## src/rtl/pinbank_pkg.sv

```systemverilog
package pinbank_pkg;

    localparam int PIN_COUNT  = 32;
    localparam int ADDR_WIDTH = 12;
    localparam int SIZE_WIDTH = 3;
    localparam int FULL_BYTES = 4;
    localparam int SYNC_DEPTH = 2;

    localparam logic [ADDR_WIDTH-1:0] OFS_PINDIR = 12'h000;
    localparam logic [ADDR_WIDTH-1:0] OFS_ODRAIN = 12'h004;
    localparam logic [ADDR_WIDTH-1:0] OFS_LEVEL  = 12'h008;
    localparam logic [ADDR_WIDTH-1:0] OFS_EVENT  = 12'h00C;
    localparam logic [ADDR_WIDTH-1:0] OFS_EVMASK = 12'h010;
    localparam logic [ADDR_WIDTH-1:0] OFS_EVMODE = 12'h014;

    typedef enum logic [2:0] {
        SEL_NONE,
        SEL_PINDIR,
        SEL_ODRAIN,
        SEL_LEVEL,
        SEL_EVENT,
        SEL_EVMASK,
        SEL_EVMODE
    } reg_sel_e;

    typedef struct packed {
        logic                  valid;
        logic                  write;
        logic [ADDR_WIDTH-1:0] addr;
        logic [SIZE_WIDTH-1:0] size;
    } bus_ctl_t;

    function automatic reg_sel_e decode_addr(input logic [ADDR_WIDTH-1:0] a);
        reg_sel_e s;
        case (a)
            OFS_PINDIR: s = SEL_PINDIR;
            OFS_ODRAIN: s = SEL_ODRAIN;
            OFS_LEVEL:  s = SEL_LEVEL;
            OFS_EVENT:  s = SEL_EVENT;
            OFS_EVMASK: s = SEL_EVMASK;
            OFS_EVMODE: s = SEL_EVMODE;
            default:    s = SEL_NONE;
        endcase
        return s;
    endfunction

    function automatic logic is_full(input logic [SIZE_WIDTH-1:0] sz);
        return sz == SIZE_WIDTH'(FULL_BYTES);
    endfunction

endpackage

```

## src/rtl/pinbank_sync.sv

```systemverilog
module pinbank_sync #(
    parameter int N      = pinbank_pkg::PIN_COUNT,
    parameter int STAGES = pinbank_pkg::SYNC_DEPTH
) (
    input  logic         clk,
    input  logic         rst,
    input  logic [N-1:0] pin_in,
    output logic [N-1:0] sync_bits,
    output logic [N-1:0] prev_bits
);

    for (genvar n = 0; n < N; n++) begin : g_pin
        logic [STAGES-1:0] chain;
        always_ff @(posedge clk) begin
            if (rst) chain <= '0;
            else     chain <= {chain[STAGES-2:0], pin_in[n]};
        end
        // pin n lands on register bit N-1-n
        assign sync_bits[N-1-n] = chain[STAGES-1];
    end

    always_ff @(posedge clk) begin
        if (rst) prev_bits <= '0;
        else     prev_bits <= sync_bits;
    end

endmodule

```

## src/rtl/pinbank_regs.sv

```systemverilog
module pinbank_regs
    import pinbank_pkg::*;
#(
    parameter int N = PIN_COUNT
) (
    input  logic                  clk,
    input  logic                  rst,
    input  bus_ctl_t              ctl,
    input  logic [N-1:0]          wdata,
    input  logic [N-1:0]          sync_bits,
    input  logic [N-1:0]          evt_q,
    output logic [N-1:0]          rd_data,
    output logic [N-1:0]          dir_q,
    output logic [N-1:0]          odr_q,
    output logic [N-1:0]          lvl_q,
    output logic [N-1:0]          msk_q,
    output logic [N-1:0]          mod_q,
    output logic [N-1:0]          evt_clr
);

    reg_sel_e     sel;
    logic         wr_ok;
    logic         rd_ok;
    logic [N-1:0] lvl_next;

    assign sel   = decode_addr(ctl.addr);
    assign wr_ok = ctl.valid &&  ctl.write && is_full(ctl.size);
    assign rd_ok = ctl.valid && !ctl.write && is_full(ctl.size);

    assign evt_clr = (wr_ok && sel == SEL_EVENT) ? wdata : '0;

    always_comb begin
        if (wr_ok && sel == SEL_LEVEL) lvl_next = wdata & dir_q;
        else                           lvl_next = lvl_q & dir_q;
        lvl_next = lvl_next | (sync_bits & ~dir_q);
    end

    always_ff @(posedge clk) begin
        if (rst) begin
            dir_q <= '0;
            odr_q <= '0;
            lvl_q <= '0;
            msk_q <= '0;
            mod_q <= '0;
        end else begin
            lvl_q <= lvl_next;
            if (wr_ok) begin
                case (sel)
                    SEL_PINDIR: dir_q <= wdata;
                    SEL_ODRAIN: odr_q <= wdata;
                    SEL_EVMASK: msk_q <= wdata;
                    SEL_EVMODE: mod_q <= wdata;
                    default: ;
                endcase
            end
        end
    end

    always_comb begin
        rd_data = '0;
        if (rd_ok) begin
            case (sel)
                SEL_PINDIR: rd_data = dir_q;
                SEL_ODRAIN: rd_data = odr_q;
                SEL_LEVEL:  rd_data = lvl_q;
                SEL_EVENT:  rd_data = evt_q;
                SEL_EVMASK: rd_data = msk_q;
                SEL_EVMODE: rd_data = mod_q;
                default:    rd_data = '0;
            endcase
        end
    end

endmodule

```

## src/rtl/pinbank_events.sv

```systemverilog
module pinbank_events #(
    parameter int N = pinbank_pkg::PIN_COUNT
) (
    input  logic         clk,
    input  logic         rst,
    input  logic [N-1:0] sync_bits,
    input  logic [N-1:0] prev_bits,
    input  logic [N-1:0] dir_q,
    input  logic [N-1:0] mod_q,
    input  logic [N-1:0] evt_clr,
    output logic [N-1:0] hit,
    output logic [N-1:0] evt_q
);

    logic [N-1:0] changed;
    logic [N-1:0] falling;

    assign changed = sync_bits ^ prev_bits;
    assign falling = prev_bits & ~sync_bits;
    assign hit     = ~dir_q & ((~mod_q & changed) | (mod_q & falling));

    always_ff @(posedge clk) begin
        if (rst) evt_q <= '0;
        else     evt_q <= (evt_q & ~evt_clr) | hit;
    end

endmodule

```

## src/rtl/pinbank_drive.sv

```systemverilog
module pinbank_drive #(
    parameter int N = pinbank_pkg::PIN_COUNT
) (
    input  logic [N-1:0] dir_q,
    input  logic [N-1:0] odr_q,
    input  logic [N-1:0] lvl_q,
    output logic [N-1:0] pin_out,
    output logic [N-1:0] pin_oe
);

    for (genvar n = 0; n < N; n++) begin : g_pad
        localparam int B = N - 1 - n;
        always_comb begin
            if (!dir_q[B]) begin
                pin_oe[n]  = 1'b0;
                pin_out[n] = 1'b0;
            end else if (odr_q[B]) begin
                pin_oe[n]  = ~lvl_q[B];
                pin_out[n] = 1'b0;
            end else begin
                pin_oe[n]  = 1'b1;
                pin_out[n] = lvl_q[B];
            end
        end
    end

endmodule

```

## src/rtl/pinbank_top.sv

```systemverilog
module pinbank_top
    import pinbank_pkg::*;
#(
    parameter int N  = PIN_COUNT,
    parameter int AW = ADDR_WIDTH,
    parameter int SW = SIZE_WIDTH
) (
    input  logic          clk,
    input  logic          rst,
    input  logic          req_valid,
    input  logic          req_write,
    input  logic [AW-1:0] req_addr,
    input  logic [SW-1:0] req_size,
    input  logic [N-1:0]  req_wdata,
    output logic [N-1:0]  rd_data,
    input  logic [N-1:0]  pin_in,
    output logic [N-1:0]  pin_out,
    output logic [N-1:0]  pin_oe,
    output logic          irq
);

    bus_ctl_t     ctl;
    logic [N-1:0] sync_bits;
    logic [N-1:0] prev_bits;
    logic [N-1:0] dir_q;
    logic [N-1:0] odr_q;
    logic [N-1:0] lvl_q;
    logic [N-1:0] msk_q;
    logic [N-1:0] mod_q;
    logic [N-1:0] evt_q;
    logic [N-1:0] evt_clr;
    logic [N-1:0] hit;

    assign ctl.valid = req_valid;
    assign ctl.write = req_write;
    assign ctl.addr  = req_addr;
    assign ctl.size  = req_size;

    pinbank_sync #(.N(N), .STAGES(SYNC_DEPTH)) u_sync (
        .clk       (clk),
        .rst       (rst),
        .pin_in    (pin_in),
        .sync_bits (sync_bits),
        .prev_bits (prev_bits)
    );

    pinbank_regs #(.N(N)) u_regs (
        .clk       (clk),
        .rst       (rst),
        .ctl       (ctl),
        .wdata     (req_wdata),
        .sync_bits (sync_bits),
        .evt_q     (evt_q),
        .rd_data   (rd_data),
        .dir_q     (dir_q),
        .odr_q     (odr_q),
        .lvl_q     (lvl_q),
        .msk_q     (msk_q),
        .mod_q     (mod_q),
        .evt_clr   (evt_clr)
    );

    pinbank_events #(.N(N)) u_events (
        .clk       (clk),
        .rst       (rst),
        .sync_bits (sync_bits),
        .prev_bits (prev_bits),
        .dir_q     (dir_q),
        .mod_q     (mod_q),
        .evt_clr   (evt_clr),
        .hit       (hit),
        .evt_q     (evt_q)
    );

    pinbank_drive #(.N(N)) u_drive (
        .dir_q   (dir_q),
        .odr_q   (odr_q),
        .lvl_q   (lvl_q),
        .pin_out (pin_out),
        .pin_oe  (pin_oe)
    );

    assign irq = |(evt_q & msk_q);

endmodule

```

## config.mk

```make
export PLATFORM = sky130hd
export DESIGN_NAME = pinbank_top
export DESIGN_NICKNAME = d
export VERILOG_FILES = /design/src/rtl/pinbank_pkg.sv /design/src/rtl/pinbank_sync.sv /design/src/rtl/pinbank_regs.sv /design/src/rtl/pinbank_events.sv /design/src/rtl/pinbank_drive.sv /design/src/rtl/pinbank_top.sv
export SDC_FILE = /design/constraint.sdc
export NUM_CORES = 1
export LEC_CHECK = 0
export BUFFER_PORTS_ARGS = -buffer_cell sky130_fd_sc_hd__buf_2
export CAP_MARGIN = 30
export CORE_ASPECT_RATIO = 0.8
export CORE_UTILIZATION = 60
export CTS_BUF_LIST = sky130_fd_sc_hd__clkbuf_4 sky130_fd_sc_hd__clkbuf_8
export CTS_CLUSTER_DIAMETER = 40
export CTS_CLUSTER_SIZE = 12
export DETAILED_ROUTE_END_ITERATION = 12
export GPL_ROUTABILITY_DRIVEN = 1
export PLACE_DENSITY = 0.84
export SLEW_MARGIN = 25
export SYNTH_ARGS = -nofsm -noshare
export SYNTH_HDL_FRONTEND = slang
export SYNTH_SLANG_ARGS = --single-unit
```

## constraint.sdc

```tcl
create_clock -name clk -period 1.8 [get_ports clk]
set_input_delay 0.18 -clock clk [delete_from_list [all_inputs] [get_ports clk]]
set_output_delay 0.18 -clock clk [all_outputs]
set_load 0.01 [all_outputs]
```

==> impl_metrics.toml <==
[global_route]
grt_usage = 0.392
antenna_found_initial = 0
overflow = 0
grt_max_degree = 61
grt_pass1_wl_um = 71500
grt_pass1_vias = 13434

[pwr]
p_sw_mw = 3.34
seq_power_share = 0.516
internal_power_mw = 9.56
p_leak_nw = 6.31
p_clk_frac = 0.387
max-vdd-ir-drop_uv = 536
powerDensity_nw_per_um2 = 759
switching_share = 0.259
combPwrFrac = 0.097

[drt]
wl_um = 45900
drtIter0Drc = 2273
drt-pass1-iter-count = 6
wl_per_cell_um = 21.5
antenna_left = 0
via_count = 14045
drt_drc_violations_left = 0
avgViaCountPerCell = 6.59

[synth]
synth_cells = 1582
synth_ff_type = "dfxtp_1"
yosys.area_share.simple = 0.198
muxShareOfSynthArea = 0.0553
synth_compound_area_frac = 0.235
synth-xor-area-share = 0
synth_seq_cells = 288
synth_edf_count = 0
async_flop_share = 0
synth_nets = 1697
synthAdderAreaFrac = 0.0295
seq_area_frac_synth = 0.425
yosys_warnings = 0
synth_top_family_by_area = "compound AO/OA/AOI/OAI gates"
synth_area_um2 = 13600
avgSynthCellArea_um2 = 8.58
synth.distinct_cells = 40

[floorplan]
num_io_pins = 180
initial_utilization = 0.621
fp.coreArea_um2 = 21900
die_height_um = 137
die-area_um2 = 23200
rows = 48
die_w_um = 170

[clocking]
clockBufferDepth = 3
cts-htree-levels = 2
cts_tree = "yes"
path_clk_slew_ns = 0.08
cts.sinks = 288
clockRootBuffer = "clkbuf_8"
cts_buffers = 35
clock_latency_ns = 0.54

[timing]
fin_crit_sh = 1.19
rsz0062_at_grt = "true"
max_slew_margin = 0.496
worst_slack_ns = -0.351
hold_violations = 0
finalHoldWorstSlack_ns = 0.246
final_max_slew_viol_count = 0
setup_viol = 33
min_period_ns = 2.15
tightest_slew_ns = 0.755
timing.fmax_ghz = 0.465
fin_skew_ns = 0.0183

[run_status]
violations = "setup timing"
outcome = "finished, violations left"

[setup_path]
crit_path_start_kind = "flip-flop"
worst_ep_required_time_ns = 1.62
cp_data_arrival_time_ns = 1.97
worstSetupPathType = "reg -> out"
critPathCaptureType = "primary output"
critical_path.max_fanout = 3

[cells_and_area]
n_antenna_cell = 0
final_area_um2 = 17000
drive_above_1_share = 0.223
layout.cells.non_filler = 2131
nNetsFinal = 1926
synthToLayoutAreaGrowth_pct = 25.1
fill_cells = 1460

[placement]
dp.final_hpwl_um = 28300
gp_congestion = 0.962
dp_slack_ns = -0.270
postPlaceCellArea_um2 = 15200
io_buffer_count = 179
numPlacedInstances = 2003

[worst_hold_path]
min_path_type = "in -> reg"

[flow_run]
maxCapViolations = 0
==> metrics by stage <==
| step | setup TNS (ns) | power (mW) | utilization |
|---|---|---|---|
| after global routing | -5.21 | 13.2 | 0.777 |
| final | -3.17 | 12.9 | 0.777 |
| after global placement | -8.13 | 7.81 | 0.696 |
| after floorplan | 0 | 7.33 | - |
| after CTS | -3.54 | 12.8 | 0.774 |
| after detailed placement | -11.96 | 7.84 | 0.696 |
==> cell usage after synthesis, types with 2 or more instances <==
cell / instances / area [µm²]
inv_1: 54 / 203
a211oi_1: 22 / 165
nor3b_1: 22 / 165
nand2_1: 65 / 244
a32o_1: 21 / 210
buf_1: 6 / 22.5
nor2_1: 88 / 330
nor2b_1: 66 / 413
a21boi_0: 32 / 240
o21ai_0: 150 / 751
ha_1: 32 / 400
buf_4: 11 / 82.6
nand4_1: 7 / 43.8
a21oi_1: 139 / 696
o21ai_1: 10 / 50.1
o221ai_1: 21 / 184
dfxtp_1: 288 / 5770
nor3_2: 2 / 20.0
o41ai_1: 32 / 280
a221o_1: 21 / 210
nand2b_1: 98 / 613
buf_2: 21 / 105
and3b_1: 11 / 96.3
and4_1: 2 / 17.5
a311oi_1: 32 / 280
mux2i_1: 75 / 751
nand3_1: 128 / 641
a22oi_1: 16 / 120
clkbuf_1: 98 / 368
nor4b_1: 2 / 17.5
==> final cells by class <==
cell class / count / area [µm²] / share of cell area
clock buffers: 46 / 602 / 0.0354
clock inverters: 11 / 128 / 0.00751
inverters: 55 / 206 / 0.0122
multi-input cells: 1103 / 7260 / 0.427
flip-flops and latches: 288 / 5820 / 0.343
well taps: 300 / 375 / 0.0221
repair buffers: 328 / 2600 / 0.153
==> logic make-up after synthesis <==
kind of cell               after synthesis
adders and majority gates               32
AOI/OAI and AO/OA                      496
muxes                                   75
and+or+nand+nor                        500
DFF                                    288
buffers and inverters                  191
==> worst max-delay path, stage by stage (launching register included) <==
cell and delay [ns]:
dfxtp_1 0.37, a22oi_2 0.23, nand4_1 0.13, or4_4 0.57, buf_6 0.14
==> routing by layer <==
| layer | wire length (µm) | GRT usage | vias up |
|---|---|---|---|
| met3 | 6090 | 0.113 | 221 |
| met1 | 17500 | 0.495 | 6521 |
| met5 | 0 | 0 | - |
| li1 | - | - | 6159 |
| met4 | 2350 | 0.223 | 0 |
| met2 | 19900 | 0.602 | 1144 |
==> placed cells by master (no fill, tap or decap), types with 41 or more instances in the layout <==
cell           instances
mux2i_1               74
inv_1                 54
dfxtp_1              254
nand3_1              128
nand2_1               64
dlygate4sd3_1         65
a21oi_1              137
clkbuf_8              41
buf_2                171
nor2_1                87
o21ai_0              150
nor2b_1               64
nand2b_1              97
buf_4                 50
==> power by group through the flow <==
stage | sequential (mW) | clock, mW | combinational, mW
finish | 6.65 | 5.00 | 1.25
floorplan | 6.73 | 0 | 0.602
global route | 6.66 | 5.26 | 1.33
detailed placement | 6.78 | 0 | 1.06
CTS | 6.64 | 4.96 | 1.20
global placement | 6.78 | 0 | 1.03
==> timing repair <==
item                                   in CTS  in global routing
setup buffers                               5                  2
setup endpoints to repair                  33                 35
gates cloned                                1                  0
pin swaps                                  19                 15
gates resized for setup                    77                 27
endpoints found under the hold margin     178                  0
hold buffers                               65                  0
==> worst paths after layout <==
check                           slack, ns  cells past startpoint                                 start                                    to
worst max-delay path                -0.35                      4         u_events.evt_q[23]$_SDFF_PP0_                                   irq
worst min-delay path                 0.25                      5                           req_addr[2]         u_events.evt_q[13]$_SDFF_PP0_
worst max register to register       0.52                      5   u_sync.g_pin[9].chain[1]$_SDFF_PP0_         u_events.evt_q[22]$_SDFF_PP0_
worst min register to register       0.42                      1  u_sync.g_pin[24].chain[0]$_SDFF_PP0_  u_sync.g_pin[24].chain[1]$_SDFF_PP0_
(Power assumes the default switching activity.)
